--- src/rtl/tap_pkg.sv ---
package tap_pkg;
    localparam int IR_W = 3;
    localparam int ID_W = 32;
    localparam logic [IR_W-1:0] IR_GRAB_PAT = 3'b001;
    localparam logic [IR_W-1:0] IR_IDCODE   = 3'b001;

    typedef enum logic [3:0] {
        IDLE_RESET, RUN_IDLE,
        PICK_DR, GRAB_DR, SHIFT_DR, EXIT1_DR, PAUSE_DR, EXIT2_DR, APPLY_DR,
        PICK_IR, GRAB_IR, SHIFT_IR, EXIT1_IR, PAUSE_IR, EXIT2_IR, APPLY_IR
    } tap_state_e;

    typedef enum logic [1:0] {
        OP_SAMPZ, OP_IDCODE, OP_SAMPLE, OP_BYPASS
    } tap_op_e;
endpackage

--- src/rtl/tap_fsm.sv ---
module tap_fsm
    import tap_pkg::*;
(
    input  logic       tck,
    input  logic       tms,
    output tap_state_e state_q,
    output logic       in_reset,
    output logic       grab_ir,
    output logic       shift_ir,
    output logic       apply_ir,
    output logic       grab_dr,
    output logic       shift_dr
);
    tap_state_e state_d;

    always_ff @(posedge tck) begin
        state_q <= state_d;
    end

    always_comb begin
        unique case (state_q)
            IDLE_RESET: state_d = tms ? IDLE_RESET : RUN_IDLE;
            RUN_IDLE:   state_d = tms ? PICK_DR    : RUN_IDLE;
            PICK_DR:    state_d = tms ? PICK_IR    : GRAB_DR;
            GRAB_DR:    state_d = tms ? EXIT1_DR   : SHIFT_DR;
            SHIFT_DR:   state_d = tms ? EXIT1_DR   : SHIFT_DR;
            EXIT1_DR:   state_d = tms ? APPLY_DR   : PAUSE_DR;
            PAUSE_DR:   state_d = tms ? EXIT2_DR   : PAUSE_DR;
            EXIT2_DR:   state_d = tms ? APPLY_DR   : SHIFT_DR;
            APPLY_DR:   state_d = tms ? PICK_DR    : RUN_IDLE;
            PICK_IR:    state_d = tms ? IDLE_RESET : GRAB_IR;
            GRAB_IR:    state_d = tms ? EXIT1_IR   : SHIFT_IR;
            SHIFT_IR:   state_d = tms ? EXIT1_IR   : SHIFT_IR;
            EXIT1_IR:   state_d = tms ? APPLY_IR   : PAUSE_IR;
            PAUSE_IR:   state_d = tms ? EXIT2_IR   : PAUSE_IR;
            EXIT2_IR:   state_d = tms ? APPLY_IR   : SHIFT_IR;
            APPLY_IR:   state_d = tms ? PICK_DR    : RUN_IDLE;
            default:    state_d = IDLE_RESET;
        endcase
    end

    always_comb begin
        in_reset = (state_q == IDLE_RESET);
        grab_ir  = (state_q == GRAB_IR);
        shift_ir = (state_q == SHIFT_IR);
        apply_ir = (state_q == APPLY_IR);
        grab_dr  = (state_q == GRAB_DR);
        shift_dr = (state_q == SHIFT_DR);
    end
endmodule

--- src/rtl/tap_ir.sv ---
module tap_ir
    import tap_pkg::*;
(
    input  logic            tck,
    input  logic            tdi,
    input  logic            in_reset,
    input  logic            grab_ir,
    input  logic            shift_ir,
    input  logic            apply_ir,
    output logic [IR_W-1:0] ir_q,
    output logic            ir_so,
    output tap_op_e         op,
    output logic            drv_hiz
);
    logic [IR_W-1:0] ir_sh;

    always_ff @(posedge tck) begin
        if (grab_ir)
            ir_sh <= IR_GRAB_PAT;
        else if (shift_ir)
            ir_sh <= {tdi, ir_sh[IR_W-1:1]};
    end

    always_ff @(posedge tck) begin
        if (in_reset)
            ir_q <= IR_IDCODE;
        else if (apply_ir)
            ir_q <= ir_sh;
    end

    always_comb begin
        unique case (ir_q)
            3'b000, 3'b010: op = OP_SAMPZ;
            3'b001:         op = OP_IDCODE;
            3'b100:         op = OP_SAMPLE;
            default:        op = OP_BYPASS;
        endcase
        drv_hiz = (op == OP_SAMPZ);
        ir_so   = ir_sh[0];
    end
endmodule

--- src/rtl/tap_dr.sv ---
module tap_dr
    import tap_pkg::*;
#(
    parameter int unsigned        BSR_LEN  = 51,
    parameter logic [ID_W-1:0]    ID_VALUE = 32'h0A1B_2C3E,
    parameter logic [BSR_LEN-1:0] PH_MASK  = 51'h0_00C0_0480_0000
) (
    input  logic               tck,
    input  logic               tdi,
    input  logic               grab_dr,
    input  logic               shift_dr,
    input  tap_op_e            op,
    input  logic [BSR_LEN-1:0] pads,
    output logic               dr_so
);
    localparam logic [ID_W-1:0] ID_CAP = {ID_VALUE[ID_W-1:1], 1'b1};

    logic               byp_q;
    logic [ID_W-1:0]    id_sh;
    logic [BSR_LEN-1:0] bsr_q;
    logic               sel_bsr;

    assign sel_bsr = (op == OP_SAMPLE) || (op == OP_SAMPZ);

    always_ff @(posedge tck) begin
        if (op == OP_BYPASS) begin
            if (grab_dr)
                byp_q <= 1'b0;
            else if (shift_dr)
                byp_q <= tdi;
        end
    end

    always_ff @(posedge tck) begin
        if (op == OP_IDCODE) begin
            if (grab_dr)
                id_sh <= ID_CAP;
            else if (shift_dr)
                id_sh <= {tdi, id_sh[ID_W-1:1]};
        end
    end

    always_ff @(posedge tck) begin
        if (sel_bsr) begin
            if (grab_dr)
                bsr_q <= pads & ~PH_MASK;
            else if (shift_dr)
                bsr_q <= {tdi, bsr_q[BSR_LEN-1:1]};
        end
    end

    always_comb begin
        unique case (op)
            OP_IDCODE: dr_so = id_sh[0];
            OP_BYPASS: dr_so = byp_q;
            default:   dr_so = bsr_q[0];
        endcase
    end
endmodule

--- src/rtl/scan_tap.sv ---
module scan_tap
    import tap_pkg::*;
#(
    parameter int unsigned        BSR_LEN  = 51,
    parameter logic [ID_W-1:0]    ID_VALUE = 32'h0A1B_2C3E,
    parameter logic [BSR_LEN-1:0] PH_MASK  = 51'h0_00C0_0480_0000
) (
    input  logic               tck,
    input  logic               tms,
    input  logic               tdi,
    input  logic [BSR_LEN-1:0] pad_in,
    output logic               tdo,
    output logic               tdo_en,
    output logic               drv_hiz
);
    tap_state_e      state_q;
    logic            in_reset, grab_ir, shift_ir, apply_ir, grab_dr, shift_dr;
    logic [IR_W-1:0] ir_q;
    logic            ir_so, dr_so;
    tap_op_e         op;

    tap_fsm u_fsm (
        .tck(tck), .tms(tms), .state_q(state_q),
        .in_reset(in_reset), .grab_ir(grab_ir), .shift_ir(shift_ir),
        .apply_ir(apply_ir), .grab_dr(grab_dr), .shift_dr(shift_dr)
    );

    tap_ir u_ir (
        .tck(tck), .tdi(tdi), .in_reset(in_reset), .grab_ir(grab_ir),
        .shift_ir(shift_ir), .apply_ir(apply_ir), .ir_q(ir_q),
        .ir_so(ir_so), .op(op), .drv_hiz(drv_hiz)
    );

    tap_dr #(.BSR_LEN(BSR_LEN), .ID_VALUE(ID_VALUE), .PH_MASK(PH_MASK)) u_dr (
        .tck(tck), .tdi(tdi), .grab_dr(grab_dr), .shift_dr(shift_dr),
        .op(op), .pads(pad_in), .dr_so(dr_so)
    );

    always_ff @(negedge tck) begin
        tdo    <= shift_ir ? ir_so : dr_so;
        tdo_en <= shift_ir | shift_dr;
    end
endmodule

--- config.mk ---
export PLATFORM = sky130hd
export DESIGN_NAME = scan_tap
export DESIGN_NICKNAME = d
export VERILOG_FILES = /design/src/rtl/tap_pkg.sv /design/src/rtl/tap_fsm.sv /design/src/rtl/tap_ir.sv /design/src/rtl/tap_dr.sv /design/src/rtl/scan_tap.sv
export SDC_FILE = /design/constraint.sdc
export NUM_CORES = 1
export LEC_CHECK = 0
export BUFFER_PORTS_ARGS = -buffer_cell sky130_fd_sc_hd__buf_2
export CORE_MARGIN = 2
export CORE_UTILIZATION = 57
export CTS_CLUSTER_SIZE = 30
export DETAILED_ROUTE_END_ITERATION = 12
export GPL_ROUTABILITY_DRIVEN = 0
export PLACE_DENSITY_LB_ADDON = 0.05
export SYNTH_ARGS = -nofsm -noshare
export SYNTH_HDL_FRONTEND = slang
export SYNTH_SLANG_ARGS = --single-unit
--- constraint.sdc ---
create_clock -name tck -period 5.31 [get_ports tck]
set_clock_uncertainty 0.2 [all_clocks]
set_input_delay 0.2655 -clock tck [delete_from_list [all_inputs] [get_ports tck]]
set_output_delay 0.2655 -clock tck [all_outputs]
set_load 0.02 [all_outputs]
==> results of run 1 <==
==> per-layer routing <==
metal | vias to the layer above | global-route usage (%)
met1 | 1077 | 24.17
met3 | 4 | 4.113
li1 | 1093 | -
met2 | 42 | 23.20
met4 | 0 | 5.292
met5 | - | 0
==> state kept, by name (all words and copies together), names as in the netlist <==
name,count
u_dr.id_sh,32
u_dr.byp_q,1
u_ir.ir_q,3
u_ir.ir_sh,3
tdo,1
tdo_en,1
u_dr.bsr_q,51
u_fsm.state_q,4
==> worst max path at each step <==
stage                               from             end  depth (start not counted)
2_1_floorplan  u_ir.ir_q[0]$_SDFFE_PN1N_     tdo$_DFF_N_                          3
3_3_place_gp    u_fsm.state_q[2]$_DFF_P_  tdo_en$_DFF_N_                          2
3_5_place_dp    u_fsm.state_q[2]$_DFF_P_     tdo$_DFF_N_                          2
4_1_cts         u_fsm.state_q[2]$_DFF_P_     tdo$_DFF_N_                          2
5_1_grt         u_fsm.state_q[2]$_DFF_P_     tdo$_DFF_N_                          2
6_report        u_fsm.state_q[2]$_DFF_P_  tdo_en$_DFF_N_                          2
==> stage by stage <==
stage / worst slack (ns) / hold slack [ns] / area (µm²) / total power, mW / utilization, %
5_1_grt: 0.9987 / 0.002046 / 4745 / 2.465 / 66.12
2_1_floorplan: 1.318 / 0.2054 / 4185 / 1.760 / -
6_report: 1.127 / 0.01553 / 4745 / 2.333 / 66.12
3_5_place_dp: 1.111 / 0.2832 / 4468 / 1.864 / 62.27
3_3_place_gp: 1.139 / 0.2730 / 4468 / 1.849 / 62.27
4_1_cts: 1.120 / 0.0001111 / 4745 / 2.356 / 66.12
==> logic make-up (layout without fill, tap and decap cells) <==
| logic type | Yosys count | count (layout) |
|---|---|---|
| xor+xnor | 1 | 1 |
| compound gates | 28 | 28 |
| mux | 47 | 47 |
| flops | 96 | 96 |
| simple gates | 73 | 73 |
| buf+inv | 21 | 82 |
==> cells in the mapped netlist, types with 2 or more instances <==
master	instances
a211oi_1	3
dfxtp_1	12
buf_2	7
nor2_1	8
nand3b_1	2
a21o_1	3
mux2_2	17
inv_1	3
edfxtp_1	84
nand2_1	7
buf_4	2
a21oi_1	4
buf_8	3
nor3_1	2
or2_2	15
mux2_4	30
o21ai_0	8
clkbuf_1	2
buf_6	3
nor2b_1	23
o22ai_1	4
nand3_1	4
==> layout make-up <==
| class | instances | area [µm²] | share of cell area [%] |
|---|---|---|---|
| well taps | 99 | 123.9 | 2.611 |
| multi-input cells | 149 | 1280 | 26.98 |
| inverters | 2 | 7.507 | 0.1582 |
| flip-flops and latches | 96 | 2763 | 58.23 |
| clock inverters | 6 | 57.56 | 1.213 |
| repair buffers | 63 | 360.3 | 7.595 |
| clock buffers | 11 | 152.6 | 3.217 |
==> timing repair <==
item | in CTS | in global routing
hold buffers | 7 | 0
resized for setup | 0 | 0
endpoints found under the hold margin | 7 | 0
==> report_power, final <==
group          internal (mW)  switching, mW  total, mW
logic                  0.312          0.313      0.624
clock network          0.246          0.242      0.488
registers               1.09          0.130       1.22
total                   1.65          0.685       2.33
==> worst max-delay path: stages, from the launching register on <==
cell	delay, ns
dfxtp_1	0.74
and4b_1	0.30
a31o_2	0.22
==> metrics.log, run 1 <==
[metrics] number of warnings reported in the yosys synthesis log: 0
[metrics] number of design-rule violations left by the first detailed-router iteration: 139
[metrics] starting density of the core: 58.33%
[metrics] total wire length: 6333 µm
[metrics] vias after detailed routing: 2216
[metrics] capture point of the worst reg-to-reg path: tdo_en$_DFF_N_
[metrics] number of endpoints failing setup at the final stage: 0
[metrics] main area contributors after synthesis: edfxtp_1 60%, mux2_4 11%, dfxtp_1 5.7%
[metrics] TritonCTS Sinks: 96
[metrics] Mapped Area: around 4200 µm²
[metrics] compound-gate portion of the synthesized area: 4.275%
[metrics] antenna violations before repair: 0
[metrics] syn avg cell area: ~16 µm²
[metrics] number of slew-limit violations in the final report: 0
[metrics] maximum clock path buffer count: 2
[metrics] startpoint types: flip-flop
[metrics] clock input transition at the sequential cells of the worst setup and hold paths: 0.09 ns
[metrics] leading cell types in the layout, fill and taps excluded: 84 x edfxtp_1, 52 x buf_2, 30 x mux2_4, 23 x nor2b_1, 17 x mux2_2
[metrics] average routed wire per standard cell: around 15 µm
[metrics] non-filler cells, final: 426
[metrics] synthesized netlist net count: 320
[metrics] number of filler cells placed in the layout: about 540
[metrics] number of remaining DRC errors: 0
[metrics] number of buffer cells added on primary ports: 52
[metrics] Antenna Diode Count: 0
[metrics] unrepaired setup endpoints after global routing: false
[metrics] sequential cell area fraction in the yosys report: 66.01%
[metrics] crit-path max FO: 21
[metrics] latest clock arrival within the worst-skew pair: around 0.35 ns
[metrics] adder and majority cell fraction of the synthesized area: 0%
[metrics] type of the setup path with the least slack: reg -> reg
[metrics] total met2 wirelength after detailed routing: 2820 µm
[metrics] Setup Fix Bufs, Post-CTS: 0
[metrics] global-route total usage across every layer: roughly 16%
[metrics] status: completed
[metrics] Core ar.: 7176 µm²
[metrics] Cell Count Post-Placement: 403
[metrics] maximum level of the CTS H-tree: 3
[metrics] die boundary height: 89.69 µm
[metrics] required time at the endpoint of the critical path: 2.72 ns
[metrics] maximum number of pins on one net before global-route repair: 63
[metrics] vias in the first global route: 1961
[metrics] share of cell area taken by muxes after synthesis: around 15%
[metrics] Core Rows: 31
[metrics] leakage power summed over all cells: 1.759 nW
[metrics] DR vias/cell: ~5.2
[metrics] worst slew slack as a fraction of its limit: around 33%
[metrics] WL met3: 291 µm
[metrics] worst-case register-to-register setup slack: 1.13 ns
[metrics] P per Cell Area: 491.8 nW/µm²
[metrics] total global routing overflow: 0
[metrics] proportion of layout cells with a drive suffix above 1: 42.20%
[metrics] Area growth, synth to finish: 13.36%
[metrics] transition time at the pin with the least slew margin: between 0.9 and 1 ns
[metrics] Net count, final: around 380
[metrics] total negative slack: 0 ns
[metrics] number of enable flip-flop cells after synthesis: 84
[metrics] Simple-Gate Fraction of Synth Area: 10.52%
[metrics] clock tree from TritonCTS: built
[metrics] Max Cap Viol: 0
[metrics] highest metal used: met4
[metrics] share of the synthesized area in the top cell type: 60.27%
[metrics] clock tree root driver cell: clkbuf_8
[metrics] most frequent standard cell in the layout excluding fill and tap cells: edfxtp_1
[metrics] Detail Placement HPWL: 3843 µm
[metrics] length of the first detailed-routing pass in iterations: 4
[metrics] count of final hold-check violations: 0
[metrics] cell type contributing the most total cell area after synthesis: edfxtp_1
[metrics] wire length on met1: 3167 µm
[metrics] source of the worst hold timing path: tms
[metrics] class of the tightest hold or removal check: in -> reg
[metrics] post-synthesis share of cell area spent on xor and xnor gates: 0.2093%
[metrics] IR drop worst, VDD: 0.3119 mV
[metrics] area of the die: a little over 8000 µm²
[metrics] nature of the critical path endpoint: flip-flop
[metrics] die width: 89.69 µm
[metrics] #FFs+latches synth: between 90 and 100
[metrics] unique cell type count in the Yosys netlist: 42
[metrics] share of flip-flops with an asynchronous set or reset after synthesis: 0%
[metrics] number of buffers created by CTS: 9
[metrics] Endpoint, Worst Hold: u_fsm.state_q[2]$_DFF_P_
[metrics] dominant combinational cell family by area after synthesis: multiplexers
[metrics] first-pass GRT wire length: 9577 µm
[metrics] number of instances in the synthesized netlist: 266
[metrics] I/O pins: 57
[metrics] reg-to-reg startpoint: u_fsm.state_q[2]$_DFF_P_
[metrics] antenna-violating nets left: 0
[metrics] most common flop cell mapped by yosys: edfxtp_1
[metrics] cell count of the worst hold path: 2
[metrics] worst reg-to-reg path cell count: 2
[metrics] Critical Path AT: 1.60 ns
(Power assumes the default switching activity.)
==> run 2, diff against run 1 <==
==> constraint.sdc (replaced) <==
create_clock -name tck -period 4.35 [get_ports tck]
set_clock_uncertainty 0.2 [all_clocks]
set_input_delay 0.2175 -clock tck [delete_from_list [all_inputs] [get_ports tck]]
set_output_delay 0.2175 -clock tck [all_outputs]
set_load 0.02 [all_outputs]
==> run 2 against run 1 <==
  * Combinational power increased by 33%
  * Non-clock buffer count increased by 42
  * Count of clock-buffer cells in the layout decreased by 2
  * Largest cell class unchanged
==> metrics.log, run 2 (same netlist as run 1, synthesis figures left out) <==
[metrics] Internal Dissipation: 2.016 mW (was 1.649 mW)
[metrics] number of flip-flops in the largest register: 51 (unchanged)
[metrics] TritonCTS Sinks: 96 (unchanged)
[metrics] die boundary height: 89.69 µm (unchanged)
[metrics] number of buffer cells added on primary ports: 52 (unchanged)
[metrics] number of buffers created by CTS: 9 (unchanged)
[metrics] final non-filler cell area: 5181 µm² (was 4745 µm²)
[metrics] Setup Fix Bufs, Post-CTS: 0 (unchanged)
[metrics] leakage power summed over all cells: 1.942 nW (was 1.759 nW)
[metrics] area of the die: 8044 µm² (unchanged)
[metrics] power dissipated by switching net loads: 0.8551 mW (was 0.6847 mW)
[metrics] Hold Slack: 0.2809 ns (was 0.01553 ns)
[metrics] largest registers: u_dr.bsr_q: 51 flops, u_dr.id_sh: 32 flops, u_fsm.state_q: 4 flops (unchanged)
[metrics] clock tree from TritonCTS: built (unchanged)
[metrics] global-route total usage across every layer: 17.84% (was 16.14%)
[metrics] count of final hold-check violations: 0 (unchanged)
[metrics] total negative slack: 0 ns (unchanged)
[metrics] slowest cell on the critical path: or3b_2 (was dfxtp_1)
[metrics] register containing the most flip-flops in the final layout: u_dr.bsr_q (unchanged)
[metrics] clock input transition at the sequential cells of the worst setup and hold paths: 0.09 ns (about the same)
[metrics] startpoint types: flip-flop (unchanged)
[metrics] slowest stage delay, CP: 0.49 ns (was 0.74 ns)
[metrics] average routed wire per standard cell: 14.72 µm (was 14.87 µm)
[metrics] maximum clock path buffer count: 2 (unchanged)
[metrics] number of buffers added to fix hold violations after cts: 49 (was 7)
[metrics] clock group share of total power: 19.9% (was 20.9%)
[metrics] proportion of layout cells with a drive suffix above 1: 37.84% (was 42.20%)
[metrics] Detail Placement HPWL: 3868 µm (was 3843 µm)
[metrics] switching share of power: 29.79% (was 29.34%)
[metrics] crit-path max FO: 6 (was 21)
[metrics] total power: 2.871 mW (was 2.333 mW)
[metrics] combinational fraction of design power: 29.0% (was 26.8%)
[metrics] length of the first detailed-routing pass in iterations: 6 (was 4)
[metrics] number of slew-limit violations in the final report: 0 (unchanged)
[metrics] starting density of the core: 58.33% (unchanged)
[metrics] I/O pins: 57 (unchanged)
[metrics] leading cell types in the layout, fill and taps excluded: 84 x edfxtp_1, 52 x buf_2, 49 x dlygate4sd3_1, 30 x mux2_4, 23 x nor2b_1 (was 84 x edfxtp_1, 52 x buf_2, 30 x mux2_4, 23 x nor2b_1, 17 x mux2_2)
[metrics] latest clock arrival within the worst-skew pair: 0.35 ns (about the same)
[metrics] vias after detailed routing: 2379 (was 2216)
[metrics] nature of the critical path endpoint: flip-flop (unchanged)
[metrics] sequential share of power: 51.1% (was 52.3%)
[metrics] clock tree root driver cell: clkbuf_8 (unchanged)
[metrics] DR vias/cell: 5.072 (was 5.202)
[metrics] total wire length: 6903 µm (was 6333 µm)
[metrics] Area growth, synth to finish: 23.80% (was 13.36%)
[metrics] IR drop worst, VDD: 0.5157 mV (was 0.3119 mV)
[metrics] type of the setup path with the least slack: reg -> reg (unchanged)
[metrics] Antenna Diode Count: 0 (unchanged)
[metrics] number of remaining DRC errors: 0 (unchanged)
[metrics] transition time at the pin with the least slew margin: 0.7200 ns (was 0.9963 ns)
[metrics] Core Rows: 31 (unchanged)
[metrics] Buffers & Inverters on Critical Path: 0 (unchanged)
[metrics] number of endpoints failing setup at the final stage: 0 (unchanged)
[metrics] antenna violations before repair: 0 (unchanged)
[metrics] number of design-rule violations left by the first detailed-router iteration: 113 (was 139)
[metrics] cells along the critical path: or3b_2 > o22ai_1 > o31ai_1 (was and4b_1 > a31o_2)
[metrics] maximum number of pins on one net before global-route repair: 84 (was 63)
[metrics] cell class contributing the biggest share of worst-path delay: simple AND/OR/NAND/NOR gates (was flip-flops)
[metrics] Net count, final: 419 (was 377)
[metrics] Critical Path AT: 1.50 ns (was 1.60 ns)
[metrics] first-pass GRT wire length: 10670 µm (was 9577 µm)
[metrics] unrepaired setup endpoints after global routing: false (unchanged)
[metrics] maximum level of the CTS H-tree: 3 (unchanged)
[metrics] status: completed (unchanged)
[metrics] most frequent standard cell in the layout excluding fill and tap cells: edfxtp_1 (unchanged)
[metrics] antenna-violating nets left: 0 (unchanged)
[metrics] P per Cell Area: 554.1 nW/µm² (was 491.8 nW/µm²)
[metrics] Max Cap Viol: 0 (unchanged)
[metrics] area after detailed placement: 4493 µm² (was 4468 µm²)
[metrics] class of the tightest hold or removal check: reg -> reg (was in -> reg)
[metrics] worst slew slack as a fraction of its limit: 51.89% (was 33.42%)
[metrics] required time at the endpoint of the critical path: 2.24 ns (was 2.72 ns)
[metrics] die width: 89.69 µm (unchanged)
[metrics] vias in the first global route: 2233 (was 1961)
[metrics] total global routing overflow: 0 (unchanged)
[metrics] number of filler cells placed in the layout: 494 (was 541)
[metrics] post_cts resized: 0 (unchanged)
[metrics] Core ar.: 7176 µm² (unchanged)
==> run 2: power by group through the flow <==
| stage | Sequential [mW] | Combinational (mW) | Clock [mW] |
|---|---|---|---|
| after floorplan | 1.43 | 0.718 | 0.00432 |
| after global placement | 1.48 | 0.782 | 0.00432 |
| after detailed placement | 1.48 | 0.803 | 0.00432 |
| after CTS | 1.47 | 0.842 | 0.593 |
| after global routing | 1.49 | 0.921 | 0.626 |
| final | 1.47 | 0.833 | 0.571 |
==> run 2: worst paths after layout <==
kind	end	slack [ns]	startpoint	cells past startpoint
worst max-delay path	tdo$_DFF_N_	0.74	u_ir.ir_q[0]$_SDFFE_PN1N_	3
worst min-delay path	u_ir.ir_sh[1]$_SDFFE_PN0P_	0.28	u_ir.ir_sh[2]$_SDFFE_PN0P_	2
worst max register to register	tdo$_DFF_N_	0.74	u_ir.ir_q[0]$_SDFFE_PN1N_	3
worst min register to register	u_ir.ir_sh[1]$_SDFFE_PN0P_	0.28	u_ir.ir_sh[2]$_SDFFE_PN0P_	2
==> run 2: area by class of cell <==
type	instances	area, µm²	share of cell area, %
Clock inverter	9	77.57	1.497
Timing Repair Buffer	105	805.8	15.55
Clock buffer	9	123.9	2.391
Inverter	2	7.507	0.1449
Sequential cell	96	2763	53.32
Multi-Input combinational cell	149	1280	24.70
Tap cell	99	123.9	2.391
==> run 2: worst register-to-register path: cells and delay by family (launching register included) <==
kind            cells  cell delay (ns)
simple gates        1             0.49
compound gates      2             0.25
flops               1             0.42
==> run 2: per-layer routing <==
layer	vias up	share of wire, %	GRT usage, %
met5	-	0	0
met4	0	0.68	5.292
met3	5	4.2	5.393
met2	42	48	27.14
met1	1154	47	25.03
li1	1178	-	-
==> run 2: stage by stage <==
step                utilization, %  setup slack (ns)  instances
finish                       72.21            0.7376        469
global route                 72.21            0.6326        469
CTS                          72.21            0.7280        469
detailed placement           62.62            0.7094        403
global placement             62.62            0.7378        403
floorplan                        -            0.5492        266
